==> src/rtl/rdthr_pkg.sv <==
package rdthr_pkg;

    localparam int FIFO_DEPTH = 1024;
    localparam int LVL_W      = $clog2(FIFO_DEPTH + 1);
    localparam int BLKB_W     = 16;
    localparam int WRD_W      = BLKB_W - 2;
    localparam int BURST_W    = 8;
    localparam int NBLK_W     = 16;

    localparam logic [BLKB_W-1:0] RST_BLK_BYTES = BLKB_W'(512);

    typedef struct packed {
        logic               thr_en;
        logic [LVL_W-1:0]   thr;
        logic [BLKB_W-1:0]  blk_bytes;
        logic [BURST_W-1:0] burst_code;
    } rd_cfg_t;

    typedef enum logic [1:0] {
        XF_IDLE = 2'd0,
        XF_WAIT = 2'd1,
        XF_READ = 2'd2
    } xf_state_e;

    // Legal burst codes are a power of two minus one: 0,3,7,...,255.
    function automatic logic burst_code_ok(input logic [BURST_W-1:0] code);
        logic ok;
        ok = (code == '0);
        for (int k = 2; k <= BURST_W; k++) begin
            if (code == BURST_W'((1 << k) - 1)) ok = 1'b1;
        end
        return ok;
    endfunction

    function automatic logic [WRD_W-1:0] words_of(input logic [BLKB_W-1:0] nbytes);
        return nbytes[BLKB_W-1:2];
    endfunction

endpackage

==> src/rtl/rdthr_cfg_regs.sv <==
module rdthr_cfg_regs
    import rdthr_pkg::*;
(
    input  logic              clk,
    input  logic              rst,
    input  logic              cfg_we,
    input  rd_cfg_t           cfg_in,
    input  logic              busy,
    output logic [LVL_W-1:0]  thr,
    output logic [WRD_W-1:0]  blk_words,
    output logic              thr_eff,
    output logic              cfg_err
);

    localparam logic [BLKB_W-1:0] DEPTH_B = BLKB_W'(FIFO_DEPTH);

    rd_cfg_t            cfg_q;
    logic [BLKB_W-1:0]  words_ext;
    logic [BLKB_W-1:0]  thr_ext;
    logic               size_bad;
    logic               burst_bad;
    logic               thr_bad;

    always_ff @(posedge clk) begin
        if (rst) begin
            cfg_q <= '{thr_en: 1'b0, thr: '0, blk_bytes: RST_BLK_BYTES, burst_code: '0};
        end else if (cfg_we && !busy) begin
            cfg_q <= cfg_in;
        end
    end

    always_comb begin
        blk_words = words_of(cfg_q.blk_bytes);
        words_ext = BLKB_W'(blk_words);
        thr_ext   = BLKB_W'(cfg_q.thr);
        thr       = cfg_q.thr;
        thr_eff   = cfg_q.thr_en && (words_ext <= DEPTH_B);
        size_bad  = (cfg_q.blk_bytes[1:0] != 2'b00) || (blk_words == '0);
        burst_bad = !burst_code_ok(cfg_q.burst_code)
                    || ((words_ext & BLKB_W'(cfg_q.burst_code)) != '0);
        thr_bad   = thr_eff && ((thr_ext < words_ext) || (thr_ext > DEPTH_B));
        cfg_err   = size_bad || burst_bad || thr_bad;
    end

    // a write during a transfer does not alter the stored fields
    assert_hold_cfg_R10: assert property (@(posedge clk) disable iff (rst)
        (busy && cfg_we) |=> $stable(cfg_q));

endmodule

==> src/rtl/rdthr_space_cmp.sv <==
module rdthr_space_cmp
    import rdthr_pkg::*;
(
    input  logic              clk,
    input  logic              rst,
    input  logic [LVL_W-1:0]  fifo_level,
    input  logic [LVL_W-1:0]  thr,
    input  logic              busy,
    output logic              room_ok,
    output logic              clk_en
);

    localparam logic [LVL_W-1:0] DEPTH_L = LVL_W'(FIFO_DEPTH);

    logic [LVL_W-1:0] free_words;
    logic             full;

    always_comb begin
        free_words = DEPTH_L - fifo_level;
        full       = (fifo_level >= DEPTH_L);
    end

    always_ff @(posedge clk) begin
        if (rst) begin
            room_ok <= 1'b0;
            clk_en  <= 1'b1;
        end else begin
            room_ok <= (free_words >= thr);
            clk_en  <= !(busy && full);
        end
    end

    // a full FIFO during a transfer stops the card clock on the next cycle
    assert_gate_full_R9: assert property (@(posedge clk) disable iff (rst)
        (busy && (fifo_level >= DEPTH_L)) |=> !clk_en);

    // with no transfer running the clock stays enabled
    assert_idle_clk_R9: assert property (@(posedge clk) disable iff (rst)
        !busy |=> clk_en);

endmodule

==> src/rtl/rdthr_xfer_fsm.sv <==
module rdthr_xfer_fsm
    import rdthr_pkg::*;
(
    input  logic              clk,
    input  logic              rst,
    input  logic              xfer_start,
    input  logic [NBLK_W-1:0] xfer_nblk,
    input  logic              word_strobe,
    input  logic [WRD_W-1:0]  blk_words,
    input  logic              thr_eff,
    input  logic              room_ok,
    input  logic              cfg_err,
    output logic              busy,
    output logic              blk_grant
);

    xf_state_e         state_q;
    logic [NBLK_W-1:0] left_q;
    logic [WRD_W-1:0]  wcnt_q;
    logic              go;
    logic              last_word;

    always_comb begin
        go        = !thr_eff || room_ok;
        last_word = (wcnt_q == blk_words - WRD_W'(1));
        busy      = (state_q != XF_IDLE);
    end

    always_ff @(posedge clk) begin
        if (rst) begin
            state_q   <= XF_IDLE;
            left_q    <= '0;
            wcnt_q    <= '0;
            blk_grant <= 1'b0;
        end else begin
            blk_grant <= 1'b0;
            unique case (state_q)
                XF_IDLE: begin
                    if (xfer_start && !cfg_err && (xfer_nblk != '0)) begin
                        left_q  <= xfer_nblk;
                        state_q <= XF_WAIT;
                    end
                end
                XF_WAIT: begin
                    if (go) begin
                        blk_grant <= 1'b1;
                        wcnt_q    <= '0;
                        state_q   <= XF_READ;
                    end
                end
                XF_READ: begin
                    if (word_strobe) begin
                        if (last_word) begin
                            left_q  <= left_q - NBLK_W'(1);
                            state_q <= (left_q == NBLK_W'(1)) ? XF_IDLE : XF_WAIT;
                        end else begin
                            wcnt_q <= wcnt_q + WRD_W'(1);
                        end
                    end
                end
                default: state_q <= XF_IDLE;
            endcase
        end
    end

    // each grant lasts a single cycle
    assert_grant_pulse_R8: assert property (@(posedge clk) disable iff (rst)
        blk_grant |=> !blk_grant);

    // a grant is only seen once the block is being read
    assert_grant_read_R8: assert property (@(posedge clk) disable iff (rst)
        blk_grant |-> (state_q == XF_READ));

    // with threshold mode in effect a grant needs the registered room flag
    assert_grant_room_R6: assert property (@(posedge clk) disable iff (rst)
        (blk_grant && thr_eff) |-> $past(room_ok));

endmodule

==> src/rtl/rdthr_clkgate.sv <==
module rdthr_clkgate
    import rdthr_pkg::*;
(
    input  logic               clk,
    input  logic               rst,
    input  logic               cfg_we,
    input  logic               cfg_thr_en,
    input  logic [LVL_W-1:0]   cfg_thr_words,
    input  logic [BLKB_W-1:0]  cfg_blk_bytes,
    input  logic [BURST_W-1:0] cfg_burst_code,
    input  logic [LVL_W-1:0]   fifo_level,
    input  logic               word_strobe,
    input  logic               xfer_start,
    input  logic [NBLK_W-1:0]  xfer_nblk,
    output logic               card_clk_en,
    output logic               blk_grant,
    output logic               cfg_err
);

    rd_cfg_t           cfg_in;
    logic [LVL_W-1:0]  thr;
    logic [WRD_W-1:0]  blk_words;
    logic              thr_eff;
    logic              room_ok;
    logic              busy;

    always_comb begin
        cfg_in = '{thr_en: cfg_thr_en, thr: cfg_thr_words,
                   blk_bytes: cfg_blk_bytes, burst_code: cfg_burst_code};
    end

    rdthr_cfg_regs u_cfg (
        .clk       (clk),
        .rst       (rst),
        .cfg_we    (cfg_we),
        .cfg_in    (cfg_in),
        .busy      (busy),
        .thr       (thr),
        .blk_words (blk_words),
        .thr_eff   (thr_eff),
        .cfg_err   (cfg_err)
    );

    rdthr_space_cmp u_space (
        .clk        (clk),
        .rst        (rst),
        .fifo_level (fifo_level),
        .thr        (thr),
        .busy       (busy),
        .room_ok    (room_ok),
        .clk_en     (card_clk_en)
    );

    rdthr_xfer_fsm u_fsm (
        .clk         (clk),
        .rst         (rst),
        .xfer_start  (xfer_start),
        .xfer_nblk   (xfer_nblk),
        .word_strobe (word_strobe),
        .blk_words   (blk_words),
        .thr_eff     (thr_eff),
        .room_ok     (room_ok),
        .cfg_err     (cfg_err),
        .busy        (busy),
        .blk_grant   (blk_grant)
    );

endmodule

==> config.mk <==
export PLATFORM = sky130hd
export DESIGN_NAME = rdthr_clkgate
export DESIGN_NICKNAME = d
export VERILOG_FILES = /design/src/rtl/rdthr_pkg.sv /design/src/rtl/rdthr_cfg_regs.sv /design/src/rtl/rdthr_space_cmp.sv /design/src/rtl/rdthr_xfer_fsm.sv /design/src/rtl/rdthr_clkgate.sv
export SDC_FILE = /design/constraint.sdc
export NUM_CORES = 1
export LEC_CHECK = 0
export ABC_AREA = 1
export ABC_CLOCK_PERIOD_IN_PS = 3100
export BUFFER_PORTS_ARGS = -buffer_cell sky130_fd_sc_hd__buf_2
export CORE_AREA = 2 2 102 203
export DETAILED_ROUTE_END_ITERATION = 6
export DIE_AREA = 0 0 104 205
export GPL_TIMING_DRIVEN = 0
export PLACE_DENSITY = 0.53
export SLEW_MARGIN = 25
export SYNTH_ARGS = -nofsm -noshare
export SYNTH_HDL_FRONTEND = slang
export SYNTH_SLANG_ARGS = --single-unit
==> constraint.sdc <==
create_clock -name clk -period 3.1 [get_ports clk]
set_clock_uncertainty 0.1 [all_clocks]
set_input_delay 0.155 -clock clk [delete_from_list [all_inputs] [get_ports clk]]
set_output_delay 0.155 -clock clk [all_outputs]
set_load 0.02 [all_outputs]
Word-level counts from Yosys, hierarchy flattened

Cells that the tools add are included.

Flip-flop bits (word level): 71
Bits of input ports: 68
Logic and storage cells: 89

$add $sub $neg: 4
Order comparisons: 5
Eq/ne operators: 16
Mux-type cells: 22
Bitwise gates (word level): 2
Reduce and logical (&&, ||, !) cells: 30

Operators with widths:

| operator                                                                | number |
|---|---|
| 16-bit two-way mux                                                      | 3 |
| 14-bit two-way mux                                                      | 3 |
| 16-bit case mux with 2 select lines                                     | 1 |
| 16-bit nonzero test                                                     | 2 |
| 14-bit case mux with 2 select lines                                     | 1 |
| 16-bit by 1-bit equality test with 1-bit output, second input constant  | 1 |
| 16-bit by 1-bit subtractor with 16-bit output, second input constant    | 1 |
| 14-bit by 1-bit adder with 14-bit output, second input constant         | 1 |
| 14-bit by 8-bit AND with 14-bit output                                  | 1 |
| 14-bit equality test                                                    | 1 |
| 14-bit by 11-bit <= comparator with 1-bit output, second input constant | 1 |
| 14-bit zero test                                                        | 1 |
| 11-bit by 14-bit less-than comparator with 1-bit output                 | 1 |
| 14-bit by 1-bit subtractor with 14-bit output, second input constant    | 1 |
| 4-bit AND reduction                                                     | 3 |
| 11-bit greater-or-equal comparator                                      | 1 |
| 11-bit greater-or-equal comparator, second input constant               | 1 |
| 11-bit greater-than comparator, second input constant                   | 1 |
| 11-bit subtractor, first input constant                                 | 1 |
| 1-bit two-way mux                                                       | 9 |
| 8-bit by 2-bit equality test with 1-bit output, second input constant   | 1 |
| 8-bit by 3-bit equality test with 1-bit output, second input constant   | 1 |
| 8-bit by 4-bit equality test with 1-bit output, second input constant   | 1 |
| 8-bit by 5-bit equality test with 1-bit output, second input constant   | 1 |
| other kinds (17)                                                        | 40 |

Longest topological paths before layout

Word-level depth: 17
Mapped depth: 18

Hierarchy

A second synthesis with hierarchy kept.

Cell total of the unflattened synthesis: 841
Area, all modules: 5318.9 µm²

By module, submodules not included:

| module          | times used | cells each | area an instance (µm²) | seq. area each (µm²) |
|---|---|---|---|---|
| rdthr_xfer_fsm  | 1          | 469        | 2811.4                 | 660.6 |
| rdthr_cfg_regs  | 1          | 272        | 1911.8                 | 720.7 |
| rdthr_space_cmp | 1          | 100        | 595.6                  | 40.0 |

Worst setup path before layout

Ideal clock, no wire load.

Path type: input -> register
Start: input fifo_level[0]
End: register u_space.room_ok
Data arrival time: 2.034 ns
Data required time: 2.935 ns
Path slack: 0.901 ns
Cell stages on the path: 14
Path buffers: 0
Cells stage by stage: inv_1 -> ha_1 -> nand2_1 -> nor2_1 -> nand2_1 -> or2_2 -> nor4_1 -> xnor2_1 -> inv_1 -> ha_1 -> nand2_1 -> nor4_1 -> nor3b_1 -> nor2_1

Longest elaborated chain between the ends: 2

Ends and longest elaborated chain:

| element                            | RTL line              | source |
|---|---|---|
| start: declaration                 | rdthr_clkgate.sv:11   | `input logic [LVL_W-1:0] fifo_level,` |
| 11-bit subtractor                  | rdthr_space_cmp.sv:19 | `free_words = DEPTH_L - fifo_level;` |
| 11-bit greater-or-equal comparator | rdthr_space_cmp.sv:28 | `room_ok <= (free_words >= thr);` |
| end signal: assignment             | rdthr_space_cmp.sv:28 |  |
| end: declaration                   | rdthr_space_cmp.sv:9  | `output logic room_ok,` |

Every way passes these cells.
A chain may end at the register's enable or synchronous reset.

Worst setup path after layout

Start: register u_cfg.cfg_q, in the netlist u_cfg.blk_words[1]
End: register u_fsm.wcnt_q[9]

Longest elaborated chain between the ends: 6
Elaborated cells on any way between the ends: 9
Classes of those cells: add/sub: 1; order compare: 1; eq/ne: 3; reduce/logical: 4

Ends and longest elaborated chain:

| element                                                                               | RTL line             | source |
|---|---|---|
| start: declaration                                                                    | rdthr_cfg_regs.sv:17 | `rd_cfg_t cfg_q;` |
| start signal: assignment                                                              | rdthr_cfg_regs.sv:26 | `cfg_q <= '{thr_en: 1'b0, thr: '0, blk_bytes: RST_BLK_BYTES, burst_code: '0};` |
| start signal: assignment                                                              | rdthr_cfg_regs.sv:28 | `cfg_q <= cfg_in;` |
| branches (longest 5 deep; another with 14-bit by 1-bit subtractor with 14-bit output) | n/a                  |  |
| 4-bit AND reduction (no line) *                                                       | n/a                  |  |
| end signal: assignment                                                                | rdthr_xfer_fsm.sv:57 | `wcnt_q <= wcnt_q + WRD_W'(1);` |
| end: declaration                                                                      | rdthr_xfer_fsm.sv:19 | `logic [WRD_W-1:0] wcnt_q;` |

Mark *: on every way between the ends.

==> results.md <==
- Mapped cell area: a little under 0.005 mm^2
- Layout net count: 952
- Clk pin slew, worst setup/hold paths: 0.06 ns
- Fin cells: roughly 1100
- Crit. End Element: flip-flop
- Core area: approximately 0.020 mm^2
- Rel. slew slack: 50.3%
- Initial DRT Pass Iterations: 4
- WL final: roughly 15 mm
- Syn nets: slightly below 900
- Cell taking the most area after synthesis: dfxtp_1
- GRT Total Usage: 14.9%
- Status: finished with violations
- Slew of the pin with the lowest slew margin: 0.746 ns
- Synth top area share: approximately 29%
- Worst-Skew Late Latency: between 0.3 and 0.4 ns
- WP data required: roughly 3.3 ns
- Synth top area cells: dfxtp_1 29%, nand2_1 13%, nor2_1 8.3%
- Period minus WS final: 2.71 ns
- PostCTS Resize Cnt: 0
- CTS buffer count: 9
- Clock group share of total power: 22.4%
- H-Tree Depth: 3
- Clk buf depth: 2
- CP cell instances: inv_1, ha_1, nand2_1, nor2_1, nand2_1, inv_1, nand2_1, nand2_1, nand3_1, nor2_1, nand2_1, o21ai_1, inv_2, buf_1, nand3_1, a21oi_1
- Final antenna-violating net count: 0
- Via/cell ratio: between 4 and 5
- Post-place setup slack: ~0.40 ns
- Initial detailed-routing violation count: around 160
- # placed instances: 1102
- Final period util: 87.5%
- Sequential Power Share: between 20% and 30%
- Critical path class: flip-flop to flip-flop
- Synth cell types: 40
- Number of synthesized flops with an enable pin: 0
- Sw Ratio: approximately 46%
- Grt ovf: 0
- Async set-or-reset flop fraction in the synthesized netlist: 0%
- Die area: 0.0213 mm^2
- Hold Vio Cnt, Final: 2
- Wire length on met1: around 5.8 mm
- Root Driver: clkbuf_16
- Synth Warn #: 0
- Routed wire per std cell: approximately 14 um
- Slew Viols, Final: 0
- Crit-path slowest cell: dfxtp_1
- Worst Path Arrival: 2.87 ns
- Crit path launch: u_cfg.blk_words[1]
- Worst Hold Launch: cfg_burst_code[7]
- Predominant post-synthesis flop cell: dfxtp_1
- Initial antenna violation count: 0
- Starting Density: 24.7%
- Vias in the first global route: roughly 5000
- Leak: between 0.002 and 0.003 uW
- R2r setup slk: 0.39 ns
- Die Height: between 200 and 250 um
- Multi-input logic area: roughly 0.0030 mm^2
- Final Wtd Congestion: ~0.84
- Total length of routed met3 wires: around 380 um
- Sum Neg Setup Slack: 0 ns
- Maximum vdd drop: just under 0.3 mV
- Most frequent cell on the critical path: nand2_1
- Residual DRC: 0
- Layout cells sized above 1: between 10% and 20%
- CTS tree: done
- Most numerous cell in the Yosys netlist: nand2_1
- Avg Inst Size Synth: 6.33 um^2
- Int Pwr: roughly 2700 uW
- Max_cap viols: 0
- Area grow syn2layout: 21.7%
- FMAX: between 300 and 400 MHz
- Startpoint types: flip-flop
- Power share of the combinational group: 50.2%
- Die width: about 100 um
- Crit Path Max Fanout: 10
- IO Port Bufs: 69
- Ant diodes: 0
- Cell Rows: 73
- Clk sinks: between 70 and 80
- Register area: 0.00142 mm^2
- Worst r2r src: u_cfg.blk_words[1]
- Worst path max stage delay: between 0.4 and 0.5 ns
- Final hold slack: -0.00698 ns
- First-pass GRT wire length: between 20 and 25 mm
- Filler Cell Count: about 2300
- Via count: approximately 5000
- HP Class: primary input to flip-flop
- Yosys reg bits: 71
- Post-synthesis sequential area ratio: just under 30%
- Failing checks: negative hold slack
- Setup violations, final: 0
- Io pins: 71
- Post-layout worst setup margin: ~0.39 ns
- Pin count of the biggest net entering global routing: 13
- Mapped Cells: 771
- Pwr/cell area: ~840 mW/mm^2
- RSZ-0062 raised after global routing: no
- Wire length on met2: between 8 and 9 mm
- Net switching power: ~2300 uW
- Commonest cells post-synth: 174 x nand2_1, 108 x nor2_1, 94 x inv_1, 71 x dfxtp_1, 65 x a21oi_1
- DPL Wire Length: around 13 mm
- DR top layer: met4
[layer usage]
layer | global-route usage (%) | up-vias
met5 | 0 | -
met4 | 5.55 | 0
met3 | 2.20 | 20
met2 | 31.0 | 93
met1 | 14.2 | 2239
li1 | - | 2670
[registers in the layout, indices dropped and copies added, names as in the netlist]
signal	cells
u_fsm.state_q	2
u_space.room_ok	1
u_fsm.blk_grant	1
u_cfg.cfg_q	11
u_fsm.wcnt_q	14
u_space.clk_en	1
u_cfg.blk_words	14
u_fsm.left_q	16
u_cfg.thr	11
[metrics by stage]
| stage | total power (uW) | utilization [%] | cell area [um^2] |
|---|---|---|---|
| final | 4970 | 30.1 | 5940 |
| after detailed placement | 3870 | 28.1 | 5550 |
| after global placement | 3840 | 28.1 | 5550 |
| after floorplan | 3170 | - | 4880 |
| after global routing | 5420 | 30.1 | 5940 |
| after CTS | 5010 | 30.1 | 5940 |
[cells in the final DEF, fill, tap and decap left out, types with 12 or more instances in the layout]
cell and instances:
nand2_1 174, nor2_1 108, inv_1 94, buf_2 71
dfxtp_1 71, a21oi_1 65, o21ai_0 56, nand3_1 42
ha_1 26, clkbuf_1 19, xor2_1 17, nand4_1 13
nor2_2 12
[repair_timing]
| action | in CTS | in global routing |
|---|---|---|
| buffers inserted | 0 | 0 |
| endpoints found under the hold margin | 7 | 0 |
| setup endpoints to repair | 0 | 0 |
| hold buffers | 7 | 0 |
[worst max-delay path: cells and delay by family (launching register included)]
family / cells / cell delay (ns)
buffers and inverters: 4 / 0.77
AOI/OAI and AO/OA: 2 / 0.24
and+or+nand+nor: 9 / 0.82
adders and majority gates: 1 / 0.26
DFF: 1 / 0.45
[power groups by stage]
stage,sequential (uW),combinational [uW],clock [uW]
2_1_floorplan,1310,1850,0
3_3_place_gp,1380,2460,0
3_5_place_dp,1380,2490,0
4_1_cts,1360,2510,1130
5_1_grt,1390,2850,1170
6_report,1360,2490,1110
[area by class of cell]
cell class / instances / share of cell area [%]
Timing Repair Buffer: 76 / 6.99
Clock inverter: 4 / 0.864
Multi-Input combinational cell: 575 / 49.9
Buffer: 25 / 2.00
Inverter: 100 / 6.32
Tap cell: 262 / 5.52
Clock buffer: 12 / 4.49
Sequential cell: 71 / 23.9
[path summary, 6_finish.rpt]
path                      to  cells after the start
max          u_fsm.wcnt_q[9]                     16
min           u_cfg.cfg_q[7]                      3
max reg2reg  u_fsm.wcnt_q[9]                     16
min reg2reg   u_cfg.cfg_q[8]                      2
[cells by family after synthesis]
family	after synthesis	synth area share, %
xor+xnor	23	4.13
buf+inv	125	10.1
simple gates	383	34.2
compound gates	142	15.5
flops	71	29.1
mux	1	0.205
fa+ha+maj	26	6.67
Note: power is estimated with default switching activity, not from simulation.
